**src/rtl/recfg_pkg.sv**
```systemverilog
package recfg_pkg;
  localparam logic [7:0] OFS_RESET  = 8'h40;
  localparam logic [7:0] OFS_SRCSEL = 8'h44;
  localparam logic [7:0] OFS_CTRL   = 8'h70;
  localparam logic [7:0] OFS_STAT   = 8'h74;

  localparam int CTRL_GO_BIT    = 29;
  localparam int CTRL_RD_BIT    = 28;
  localparam int CTRL_ADDR_LSB  = 16;
  localparam int STAT_BUSY_BIT  = 16;
  localparam int RST_REL_BIT    = 0;
  localparam int RST_EN_BIT     = 1;

  typedef enum logic [2:0] {
    REG_NONE,
    REG_RESET,
    REG_SRCSEL,
    REG_CTRL,
    REG_STAT
  } reg_sel_e;
endpackage

```
**src/rtl/recfg_cfg_regs.sv**
```systemverilog
module recfg_cfg_regs
  import recfg_pkg::*;
#(
  parameter int HOST_DW   = 32,
  parameter int SRC_SEL_W = 3
) (
  input  logic                 clk,
  input  logic                 rst_n,
  input  logic                 wr_reset,
  input  logic                 wr_src,
  input  logic [HOST_DW-1:0]   wdata,
  output logic [1:0]           rst_bits,
  output logic [SRC_SEL_W-1:0] src_sel
);
  logic [1:0]           rst_q;
  logic [SRC_SEL_W-1:0] src_q;
  logic                 wdata_unused;

  assign wdata_unused = ^wdata;

  always_ff @(posedge clk or negedge rst_n) begin
    if (!rst_n) begin
      rst_q <= '0;
      src_q <= '0;
    end else begin
      if (wr_reset) begin
        rst_q[RST_REL_BIT] <= wdata[RST_REL_BIT];
        rst_q[RST_EN_BIT]  <= wdata[RST_EN_BIT];
      end
      if (wr_src) src_q <= wdata[SRC_SEL_W-1:0];
    end
  end

  assign rst_bits = rst_q;
  assign src_sel  = src_q;


  rst_hold_chk: assert property (@(posedge clk) disable iff (!rst_n)
    !wr_reset |=> $stable(rst_bits));


  src_hold_chk: assert property (@(posedge clk) disable iff (!rst_n)
    !wr_src |=> $stable(src_sel));
endmodule

```
**src/rtl/recfg_port_seq.sv**
```systemverilog
module recfg_port_seq
  import recfg_pkg::*;
#(
  parameter int HOST_DW = 32,
  parameter int PORT_AW = 7,
  parameter int PORT_DW = 16
) (
  input  logic               clk,
  input  logic               rst_n,
  input  logic               ctrl_wr,
  input  logic [HOST_DW-1:0] ctrl_word,
  output logic               prt_sel,
  output logic               prt_we,
  output logic [PORT_AW-1:0] prt_addr,
  output logic [PORT_DW-1:0] prt_wdata,
  input  logic [PORT_DW-1:0] prt_rdata,
  input  logic               prt_rdy,
  output logic               busy,
  output logic [PORT_DW-1:0] rd_data
);
  localparam int ADDR_MSB = CTRL_ADDR_LSB + PORT_AW - 1;

  logic               busy_q;
  logic               sel_q;
  logic               we_q;
  logic               pend_rd_q;
  logic [PORT_AW-1:0] addr_q;
  logic [PORT_DW-1:0] wdata_q;
  logic [PORT_DW-1:0] rd_data_q;
  logic               launch;
  logic               word_unused;

  assign word_unused = ^ctrl_word;
  assign launch      = ctrl_wr && ctrl_word[CTRL_GO_BIT] && !busy_q;

  always_ff @(posedge clk or negedge rst_n) begin
    if (!rst_n) begin
      busy_q    <= 1'b0;
      sel_q     <= 1'b0;
      we_q      <= 1'b0;
      pend_rd_q <= 1'b0;
      addr_q    <= '0;
      wdata_q   <= '0;
      rd_data_q <= '0;
    end else begin
      sel_q <= 1'b0;
      if (busy_q) begin
        if (prt_rdy) begin
          busy_q <= 1'b0;
          if (pend_rd_q) rd_data_q <= prt_rdata;
        end
      end else if (launch) begin
        busy_q    <= 1'b1;
        sel_q     <= 1'b1;
        we_q      <= ~ctrl_word[CTRL_RD_BIT];
        pend_rd_q <= ctrl_word[CTRL_RD_BIT];
        addr_q    <= ctrl_word[ADDR_MSB:CTRL_ADDR_LSB];
        wdata_q   <= ctrl_word[PORT_DW-1:0];
      end
    end
  end

  assign prt_sel   = sel_q;
  assign prt_we    = sel_q & we_q;
  assign prt_addr  = addr_q;
  assign prt_wdata = wdata_q;
  assign busy      = busy_q;
  assign rd_data   = rd_data_q;


  sel_pulse_chk: assert property (@(posedge clk) disable iff (!rst_n)
    prt_sel |=> !prt_sel);


  sel_busy_chk: assert property (@(posedge clk) disable iff (!rst_n)
    prt_sel |-> busy);


  no_restart_chk: assert property (@(posedge clk) disable iff (!rst_n)
    (busy && ctrl_wr) |=> !prt_sel);


  busy_clear_chk: assert property (@(posedge clk) disable iff (!rst_n)
    (busy && prt_rdy) |=> !busy);


  rdata_hold_chk: assert property (@(posedge clk) disable iff (!rst_n)
    !(busy && prt_rdy && pend_rd_q) |=> $stable(rd_data));
endmodule

```
**src/rtl/recfg_port_bridge.sv**
```systemverilog
module recfg_port_bridge
  import recfg_pkg::*;
#(
  parameter int HOST_AW   = 8,
  parameter int HOST_DW   = 32,
  parameter int PORT_AW   = 7,
  parameter int PORT_DW   = 16,
  parameter int SRC_SEL_W = 3
) (
  input  logic                 clk,
  input  logic                 rst_n,
  input  logic                 host_wr_en,
  input  logic                 host_rd_en,
  input  logic [HOST_AW-1:0]   host_addr,
  input  logic [HOST_DW-1:0]   host_wdata,
  output logic [HOST_DW-1:0]   host_rdata,
  output logic                 core_rst_release,
  output logic                 synth_enable,
  output logic [SRC_SEL_W-1:0] clk_src_sel,
  output logic                 prt_sel,
  output logic                 prt_we,
  output logic [PORT_AW-1:0]   prt_addr,
  output logic [PORT_DW-1:0]   prt_wdata,
  input  logic [PORT_DW-1:0]   prt_rdata,
  input  logic                 prt_rdy
);
  reg_sel_e             sel;
  logic [1:0]           rst_bits;
  logic                 busy;
  logic [PORT_DW-1:0]   rd_data;
  logic [HOST_DW-1:0]   rd_next;
  logic [HOST_DW-1:0]   rdata_q;

  always_comb begin
    if      (host_addr == HOST_AW'(OFS_RESET))  sel = REG_RESET;
    else if (host_addr == HOST_AW'(OFS_SRCSEL)) sel = REG_SRCSEL;
    else if (host_addr == HOST_AW'(OFS_CTRL))   sel = REG_CTRL;
    else if (host_addr == HOST_AW'(OFS_STAT))   sel = REG_STAT;
    else                                        sel = REG_NONE;
  end

  recfg_cfg_regs #(
    .HOST_DW   (HOST_DW),
    .SRC_SEL_W (SRC_SEL_W)
  ) u_cfg (
    .clk      (clk),
    .rst_n    (rst_n),
    .wr_reset (host_wr_en && (sel == REG_RESET)),
    .wr_src   (host_wr_en && (sel == REG_SRCSEL)),
    .wdata    (host_wdata),
    .rst_bits (rst_bits),
    .src_sel  (clk_src_sel)
  );

  recfg_port_seq #(
    .HOST_DW (HOST_DW),
    .PORT_AW (PORT_AW),
    .PORT_DW (PORT_DW)
  ) u_seq (
    .clk       (clk),
    .rst_n     (rst_n),
    .ctrl_wr   (host_wr_en && (sel == REG_CTRL)),
    .ctrl_word (host_wdata),
    .prt_sel   (prt_sel),
    .prt_we    (prt_we),
    .prt_addr  (prt_addr),
    .prt_wdata (prt_wdata),
    .prt_rdata (prt_rdata),
    .prt_rdy   (prt_rdy),
    .busy      (busy),
    .rd_data   (rd_data)
  );

  assign core_rst_release = rst_bits[RST_REL_BIT];
  assign synth_enable     = rst_bits[RST_EN_BIT];

  always_comb begin
    rd_next = '0;
    case (sel)
      REG_RESET:  rd_next[1:0] = rst_bits;
      REG_SRCSEL: rd_next[SRC_SEL_W-1:0] = clk_src_sel;
      REG_STAT: begin
        rd_next[PORT_DW-1:0]  = rd_data;
        rd_next[STAT_BUSY_BIT] = busy;
      end
      default:    rd_next = '0;
    endcase
  end

  always_ff @(posedge clk or negedge rst_n) begin
    if (!rst_n)          rdata_q <= '0;
    else if (host_rd_en) rdata_q <= rd_next;
  end

  assign host_rdata = rdata_q;


  unmapped_zero_chk: assert property (@(posedge clk) disable iff (!rst_n)
    (host_rd_en && (sel == REG_NONE || sel == REG_CTRL)) |=> (host_rdata == '0));


  rdata_hold_chk: assert property (@(posedge clk) disable iff (!rst_n)
    !host_rd_en |=> $stable(host_rdata));
endmodule

```
**config.mk**
```make
export PLATFORM = sky130hd
export DESIGN_NAME = recfg_port_bridge
export DESIGN_NICKNAME = d
export VERILOG_FILES = /design/src/rtl/recfg_pkg.sv /design/src/rtl/recfg_cfg_regs.sv /design/src/rtl/recfg_port_seq.sv /design/src/rtl/recfg_port_bridge.sv
export SDC_FILE = /design/constraint.sdc
export NUM_CORES = 1
export LEC_CHECK = 0
export BUFFER_PORTS_ARGS = -buffer_cell sky130_fd_sc_hd__buf_4
export CORE_MARGIN = 2
export CORE_UTILIZATION = 44
export CTS_CLUSTER_DIAMETER = 50
export DETAILED_ROUTE_END_ITERATION = 10
export MAX_ROUTING_LAYER = met4
export PLACE_DENSITY = 0.8
export SLEW_MARGIN = 40
export SYNTH_ARGS = -nofsm -noshare
export SYNTH_HDL_FRONTEND = slang
export SYNTH_SLANG_ARGS = --single-unit
```
**constraint.sdc**
```tcl
create_clock -name clk -period 2 [get_ports clk]
set_clock_uncertainty 0.1 [all_clocks]
set_input_delay 0.1 -clock clk [delete_from_list [all_inputs] [get_ports clk]]
set_output_delay 0.1 -clock clk [all_outputs]
set_load 0.005 [all_outputs]
```
=== Word-level counts from Yosys, hierarchy flattened ===
Cells that the tools add are included.

* Eq/ne operators: 8
* Reduce and logical (&&, ||, !) cells: 8
* Bitwise logic cells: 3
* Mux-type cells: 11

{| class="wikitable"
|+ Operator list
! cell !! number
|-
| == test 8 x 7 -> 1 bit (second input constant) || 4
|-
| two-way mux 14 bit || 1
|-
| two-way mux 3 bit || 4
|-
| == test 3 x 2 -> 1 bit (second input constant) || 2
|-
| case mux 2 bit (3 select lines) || 1
|-
| logical AND 1 bit || 5
|-
| two-way mux 1 bit || 4
|-
| == test 3 x 1 -> 1 bit (second input constant) || 1
|-
| == test 3 bit (second input constant) || 1
|-
| AND reduction 3 bit || 1
|-
| NOT 1 bit || 2
|-
| case mux 1 bit (2 select lines) || 1
|-
| AND reduction 2 bit || 1
|-
| bitwise AND 1 bit || 1
|-
| zero test 1 bit || 1
|}

* Register bits: 65
* Word-level logic and storage cells: 40

=== Longest topological paths before layout ===
Gate-level depths: netlist (run 1).

* Word-level depth: 11
* Gate-level depth with buffers: 5

=== Hierarchy ===
From an unflattened synthesis (run 1), not the netlist that was laid out.

* Cells, all modules: 182
* Area total of the unflattened synthesis: 2763.9 sq um

{| class="wikitable"
|+ By module, submodules not included
! module !! cells an instance !! sequential area each (sq um) !! area an instance (sq um) !! times used
|-
| recfg_port_seq || 95 || 1076.0 || 1706.6 || 1
|-
| recfg_port_bridge || 77 || 425.4 || 875.8 || 1
|-
| recfg_cfg_regs || 10 || 125.1 || 181.4 || 1
|}

=== Least setup slack after synthesis (run 1) ===
No wires, ideal clock.

* Kind: reg2reg
* From: register u_seq.busy_q, in the netlist u_seq.busy
* To: register u_seq.pend_rd_q
* Data required time: 1775 ps
* Path slack: 334 ps
* Period minus slack after synthesis: 1666 ps
* Setup time: 125 ps
* Arrival: 1441 ps
* Cell stages (with the launch flop): 6
* Path through: dfrtp_1 nor4bb_1 and4_1 buf_4 buf_6 mux2_4

* Cells in the longest elaborated chain, start to end: 3

{| class="wikitable"
|+ Ends and longest elaborated chain
! what !! RTL line !! text
|-
| start: declaration || recfg_port_seq.sv:23 || <nowiki>logic busy_q;</nowiki>
|-
| start signal: assignment || recfg_port_seq.sv:38 || <nowiki>busy_q <= 1'b0;</nowiki>
|-
| start signal: assignment || recfg_port_seq.sv:49 || <nowiki>busy_q <= 1'b0;</nowiki>
|-
| start signal: assignment || recfg_port_seq.sv:53 || <nowiki>busy_q <= 1'b1;</nowiki>
|-
| zero test 1 bit || recfg_port_seq.sv:34 || <nowiki>assign launch = ctrl_wr && ctrl_word[CTRL_GO_BIT] && !busy_q;</nowiki>
|-
| logical AND 1 bit || recfg_port_seq.sv:34 ||
|-
| AND reduction 2 bit (no line) * || - ||
|-
| end signal: assignment || recfg_port_seq.sv:56 || <nowiki>pend_rd_q <= ctrl_word[CTRL_RD_BIT];</nowiki>
|-
| end: declaration || recfg_port_seq.sv:26 || <nowiki>logic pend_rd_q;</nowiki>
|}

Mark *: on every way between the ends. The rest lies on a longest branch, timed or not.
A chain may end at the register's enable or synchronous reset.

=== Worst setup path after layout (run 1) ===
* From: input port host_addr[3]
* To: register u_seq.addr_q[3], in the netlist u_seq.prt_addr[3]

* Cells in the longest elaborated chain, start to end: 10

{| class="wikitable"
|+ Ends and longest elaborated chain
! what !! RTL line !! text
|-
| start: declaration || recfg_port_bridge.sv:14 || <nowiki>input logic [HOST_AW-1:0] host_addr,</nowiki>
|-
| == test 8 x 7 -> 1 bit || recfg_port_bridge.sv:38 || <nowiki>else if (host_addr == HOST_AW'(OFS_STAT)) sel = REG_STAT;</nowiki>
|-
| two-way mux 3 bit || recfg_port_bridge.sv:38 ||
|-
| two-way mux 3 bit || recfg_port_bridge.sv:37 || <nowiki>else if (host_addr == HOST_AW'(OFS_CTRL)) sel = REG_CTRL;</nowiki>
|-
| two-way mux 3 bit || recfg_port_bridge.sv:36 || <nowiki>else if (host_addr == HOST_AW'(OFS_SRCSEL)) sel = REG_SRCSEL;</nowiki>
|-
| two-way mux 3 bit * || recfg_port_bridge.sv:35 || <nowiki>if (host_addr == HOST_AW'(OFS_RESET)) sel = REG_RESET;</nowiki>
|-
| == test 3 x 2 -> 1 bit * || recfg_port_bridge.sv:62 || <nowiki>.ctrl_wr (host_wr_en && (sel == REG_CTRL)),</nowiki>
|-
| logical AND 1 bit * || recfg_port_bridge.sv:62 ||
|-
| logical AND 1 bit * (2 in a row) || recfg_port_seq.sv:34 ||
|-
| AND reduction 2 bit (no line) * || - ||
|-
| end signal: assignment || recfg_port_seq.sv:57 || <nowiki>addr_q <= ctrl_word[ADDR_MSB:CTRL_ADDR_LSB];</nowiki>
|-
| end: declaration || recfg_port_seq.sv:27 || <nowiki>logic [PORT_AW-1:0] addr_q;</nowiki>
|}

Marked as above.

==> results of run 1 <==
==> repair_timing <==
item,in CTS,in global routing
hold endpoints to repair,114,0
buffers inserted,0,0
hold buffers,44,0
==> layout by cell type, fill, tap and decap left out, types with 2 or more instances in the layout <==
cell type      synthesis  final
clkbuf_8               0      9
a32oi_1                2      2
inv_1                 18     18
nor2b_1                2      2
clkbuf_1               4      4
conb_1                 1     15
o22ai_1               16     16
dlygate4sd3_1          0     44
mux2_2                30     30
clkinv_2               0      2
nand3_1                3      3
mux2_4                17     17
and2_1                 2      2
buf_4                 16    101
dfrtp_1               65     65
nand2_1               15     15
==> critical path, cell delays in order <==
cell           delay (ns)
dlygate4sd3_1        0.54
buf_4                0.14
nor3_4               0.25
and4_1               0.30
buf_4                0.23
mux2_4               0.32
==> report_power, final <==
group | internal [uW] | switching [uW] | total [uW]
Combinational | 168 | 96.3 | 265
Clock | 447 | 458 | 905
Sequential | 1330 | 11.8 | 1350
==> synthesized netlist by cell type (2+ instances only) <==
library cell / instances / share of area, %
dfrtp_1: 65 / 59
mux2_2: 30 / 12
inv_1: 18 / 2.4
mux2_4: 17 / 9.2
buf_4: 16 / 4.3
o22ai_1: 16 / 3.6
nand2_1: 15 / 2.0
clkbuf_1: 4 / 0.54
nand3_1: 3 / 0.54
a32oi_1: 2 / 0.63
and2_1: 2 / 0.45
buf_6: 2 / 0.81
nor2b_1: 2 / 0.45
==> kinds of logic (layout without fill, tap and decap cells) <==
logic type | count (synthesis) | count (layout) | share of synthesized area, %
muxes | 48 | 48 | 21.7
DFF | 65 | 65 | 58.6
buffers and inverters | 42 | 181 | 8.43
and+or+nand+nor | 29 | 29 | 5.95
other | 1 | 15 | 0.135
AOI/OAI and AO/OA | 21 | 21 | 5.18
==> final cells by class <==
| class | count | area, um2 |
|---|---|---|
| tap | 75 | 93.8 |
| inverter | 18 | 67.6 |
| clock buffer | 13 | 139 |
| timing repair buffer | 147 | 1230 |
| fill | 449 | 1880 |
| sequential | 65 | 1630 |
| clock inverter | 3 | 17.5 |
| multi-input combinational | 113 | 968 |
==> metal layers <==
| metal | part of all wire [%] | track usage, % |
|---|---|---|
| met1 | 43 | 23.0 |
| met2 | 49 | 30.3 |
| met3 | 6.1 | 4.27 |
| met4 | 1.7 | 6.74 |
| met5 | 0 | - |
==> sequential cells by signal, summed over array words and instances, names as in the netlist <==
signal / flops
u_seq.prt_addr: 7
u_seq.prt_wdata: 16
u_seq.prt_sel: 1
u_cfg.rst_bits: 2
u_seq.we_q: 1
u_seq.rd_data: 16
u_cfg.src_sel: 3
u_seq.busy: 1
u_seq.pend_rd_q: 1
host_rdata: 17
==> stage by stage <==
step / hold WS (ns) / utilization, %
2_1_floorplan: -0.296 / -
3_3_place_gp: 0.141 / 58.8
3_5_place_dp: 0.144 / 58.8
4_1_cts: 0.0370 / 68.7
5_1_grt: 0.0453 / 68.8
6_report: 0.0478 / 68.8
==> worst paths after layout <==
kind | slack (ns) | startpoint | to | cells after the start
max | 0.23 | host_addr[3] | u_seq.prt_addr[3] | 6
min | 0.05 | host_addr[0] | host_rdata[2] | 3
max reg2reg | 0.26 | u_seq.busy | u_seq.prt_addr[3] | 4
min reg2reg | 0.41 | u_seq.rd_data[15] | u_seq.rd_data[15] | 1
max in group asynchronous | 1.15 | rst_n | u_seq.prt_addr[4] | 2
min in group asynchronous | 0.22 | rst_n | host_rdata[4] | 2
==> results_dict.tcl, run 1 <==
set metrics [dict create \
    status "completed" \
    period_needed_ns 1.77 \
    grt_pass1_vias 2152 \
    cp_data_required_time_ns 2.11 \
    syn2layout_area_growth_pct 49.2 \
    io_buffers 100 \
    ys.warnings.count 0 \
    ant_nets 0 \
    die-width_um 83.4 \
    fmax_mhz 565 \
    ys_seq_area_share_pct 58.6 \
    initial_core_util_pct 46.1 \
    dr.first_iter.drc_count 103 \
    wirelength_um 5930 \
    antenna_found_initial 0 \
    tns_ns 0 \
    wl_per_cell_um 13.7 \
    p_leak_uw 0.00212 \
    cts_made_buffers 9 \
    first_pass_iters 4 \
    worstPathMaxFanout 9 \
    place_area_um2 3540 \
    setup-violations-final 0 \
    grt_setup_unrepaired "no" \
    critPathLaunchType "input pin" \
    clock_latency_ns 0.33 \
    nets 415 \
    cts_sinks 65 \
    synth.cell_area_um2 2780 \
    setup_ws_ns 0.231 \
    placement.setup.worst_slack_ns 0.275 \
    dp_hpwl_um 3890 \
    cts.reportedPaths.clkPinSlew_ns 0.06 \
    syn_area_per_cell_um2 13.5 \
    drc 0 \
    instances_no_fill 434 \
    finalHoldViolCount 0 \
    track_usage_pct 18.6 \
    dp_cells 374 \
    synth_cell_types 27 \
    cp.arrival_ns 1.88 \
    cts_root_buf "clkbuf_8" \
    cts_htree_levels 3 \
    cp-end-kind "flop" \
    synthCells 206 \
    synth-edff-count 0 \
    slew_headroom_pct 60.6 \
    ys_ff_latch 65 \
    grt_first_pass_wirelength_um 10100 \
    grt_max_degree 66 \
    layout-drive-gt1-share_pct 45.7 \
    rows 28 \
    maxCapViolCount 0 \
    hold_class "input pin to flop" \
    io_pins 123 \
    antenna_cells 0 \
    tightest_slew_ns 0.589 \
    power.density_nw_per_um2 607 \
    die_y_um 83.4 \
    critical_path_class "input pin to flop" \
    via_per_inst 4.70 \
    cts_tree "yes" \
    place.gp.congestion 0.747 \
    die_area_um2 6960 \
    synth_top_flop_cell "dfrtp_1" \
    clockBufferDepth 2 \
    fin_area_um2 4140 \
    async_flop_share_pct 100 \
    core_um2 6030 \
    ctsResizeCount 0 \
    fin_crit_sh_pct 88.5 \
    irDropWorstVdd_v 0.000466 \
    grt_remaining_overflow 0 \
    drv_slew 0 \
    finalPower_uw 2520 \
    vias 2041 \
]
Power figures use the tool's default switching activity.
==> inputs of run 2 (changes only) <==
--- a/config.mk
+++ b/config.mk
@@ -6,6 +6,7 @@
 export NUM_CORES = 1
 export LEC_CHECK = 0
 export BUFFER_PORTS_ARGS = -buffer_cell sky130_fd_sc_hd__buf_4
+export CORE_ASPECT_RATIO = 1.4
 export CORE_MARGIN = 2
 export CORE_UTILIZATION = 44
 export CTS_CLUSTER_DIAMETER = 50
==> constraint.sdc (replaced) <==
create_clock -name clk -period 2.2 [get_ports clk]
set_clock_uncertainty 0.1 [all_clocks]
set_input_delay 0.11 -clock clk [delete_from_list [all_inputs] [get_ports clk]]
set_output_delay 0.11 -clock clk [all_outputs]
set_load 0.005 [all_outputs]
==> run 2 against run 1 <==
Effect of this change:
- global-route usage increased by 1.3 points
- sequential share of layout area about the same
- worst hold slack improved by 0.012 ns
- first-iteration DRC count decreased by 60%
- non-clock buffer count decreased by 1
- via count increased by 2.3%
- register-to-register slack improved by 0.20 ns
- critical path depth unchanged
==> results_dict.tcl, run 2 (synthesis gave the netlist of run 1 again) <==
set metrics [dict create \
    power_switching_uw 542 \
    tns_ns 0 \
    cp.arrival_ns 1.88 \
    via_per_inst 4.86 \
    dp_hpwl_um 4030 \
    r2r-end "u_seq.prt_wdata[9]" \
    cts.reportedPaths.clkPinSlew_ns 0.07 \
    worstPathMaxFanout 27 \
    antenna_found_initial 0 \
    rows 34 \
    p_leak_uw 0.00212 \
    dr.first_iter.drc_count 41 \
    drv_slew 0 \
    status "completed" \
    critPathLaunchType "input pin" \
    die_area_um2 6970 \
    setup-violations-final 0 \
    final_common_cell "buf_4" \
    placement.setup.worst_slack_ns 0.457 \
    reg2reg_depth 4 \
    io_buffers 100 \
    drc 0 \
    cts_sinks 65 \
    grt_first_pass_wirelength_um 10300 \
    slew_headroom_pct 58.3 \
    critical_path_class "input pin to flop" \
    clockBufferDepth 2 \
    nets 414 \
    track_usage_pct 20.0 \
    power.density_nw_per_um2 563 \
    wl_per_cell_um 15.0 \
    finalHoldViolCount 0 \
    wirelength_um 6450 \
    p_clk_share_pct 37.2 \
    syn2layout_area_growth_pct 49.3 \
    comb_power_share_pct 10.5 \
    ant_nets 0 \
    cts_root_buf "clkbuf_8" \
    die_y_um 98.0 \
    initial_core_util_pct 45.0 \
    hold_end "host_rdata[2]" \
    holdCritStartpoint "host_addr[3]" \
    swShare_pct 23.2 \
    fmax_mhz 566 \
    setup_ws_ns 0.432 \
    layout-drive-gt1-share_pct 46.5 \
    clock_latency_ns 0.32 \
    first_pass_iters 4 \
    irDropWorstVdd_v 0.000578 \
    dp_cells 370 \
    cts_tree "yes" \
    p_int_uw 1790 \
    ff2ff_setup_slack_ns 0.46 \
    cp-end-kind "flop" \
    cp_data_required_time_ns 2.31 \
    hold_depth 3 \
    io_pins 123 \
    hold_class "input pin to flop" \
    period_needed_ns 1.77 \
    die-width_um 71.1 \
    antenna_cells 0 \
    instances_no_fill 429 \
    r2r-start "u_seq.busy" \
    grt_remaining_overflow 0 \
    place.gp.congestion 0.742 \
    core_um2 6170 \
    tightest_slew_ns 0.623 \
    vias 2087 \
    grt_setup_unrepaired "no" \
    cts_htree_levels 3 \
    nFillCells 462 \
    cts_made_buffers 9 \
    grt_pass1_vias 2106 \
    fin_crit_sh_pct 80.3 \
    pwr-share-seq_pct 52.4 \
    mostFrequentLayoutCells "100 x buf_4, 65 x dfrtp_1, 44 x dlygate4sd3_1, 30 x mux2_2, 18 x inv_1" \
    maxCapViolCount 0 \
    largest_reg_flops 17 \
    grt_max_degree 66 \
]
## run 2: repair_timing
action / CTS / global route
endpoints found under the hold margin: 113 / 0
buffers inserted: 0 / 0
resized for setup: 0 / 0
hold buffers: 44 / 0
## run 2: cell type report
class / instances / area, um2 / share of cell area, %
Timing Repair Buffer: 146 / 1220 / 29.5
Clock inverter: 5 / 32.5 / 0.785
Inverter: 18 / 67.6 / 1.63
Clock buffer: 10 / 138 / 3.32
Multi-Input combinational cell: 113 / 968 / 23.4
Sequential cell: 65 / 1630 / 39.2
Tap cell: 72 / 90.1 / 2.17
## run 2: how the worst max path moves through the flow
stage | start | end | slack, ns | cells past startpoint
3_3_place_gp | u_seq.busy | u_seq.prt_wdata[10] | 0.47 | 4
6_report | host_addr[0] | u_seq.prt_wdata[9] | 0.43 | 6
2_1_floorplan | u_seq.busy | u_seq.pend_rd_q | 0.53 | 5
4_1_cts | host_addr[0] | u_seq.prt_wdata[9] | 0.44 | 6
3_5_place_dp | u_seq.busy | u_seq.prt_wdata[9] | 0.46 | 4
5_1_grt | host_addr[0] | u_seq.prt_wdata[10] | 0.38 | 6
## run 2: metrics by stage
| step | utilization, % | hold slack, ns | power [uW] | cell area (um2) |
|---|---|---|---|---|
| 6_report | 67.2 | 0.0602 | 2340 | 4150 |
| 5_1_grt | 67.2 | 0.0570 | 2440 | 4150 |
| 4_1_cts | 67.1 | 0.0421 | 2370 | 4140 |
| 3_5_place_dp | 57.2 | 0.156 | 1420 | 3530 |
| 3_3_place_gp | 57.2 | 0.146 | 1420 | 3530 |
| 2_1_floorplan | - | -0.286 | 1310 | 2830 |
## run 2: metal layers
metal / wire, um / track usage [%] / up-vias / part of all wire [%]
met2: 3490 / 34.6 / 84 / 54
met5: 0 / - / - / 0
met1: 2550 / 22.4 / 1022 / 40
met3: 298 / 4.54 / 9 / 4.6
met4: 109 / 7.11 / 0 / 1.7
li1: - / - / 972 / -
## run 2: worst max-delay path, cell delays in order
cell and delay, ns:
dlygate4sd3_1 0.55, buf_4 0.15, nor3_4 0.21, and4_1 0.28, buf_12 0.22, mux2_2 0.36
## run 2: power groups by stage
stage / logic (uW) / registers, uW / clock network [uW]
floorplan: 65.0 / 1240 / 0
global placement: 175 / 1240 / 0
detailed placement: 179 / 1240 / 0
CTS: 243 / 1220 / 902
global route: 266 / 1220 / 949
finish: 244 / 1220 / 868
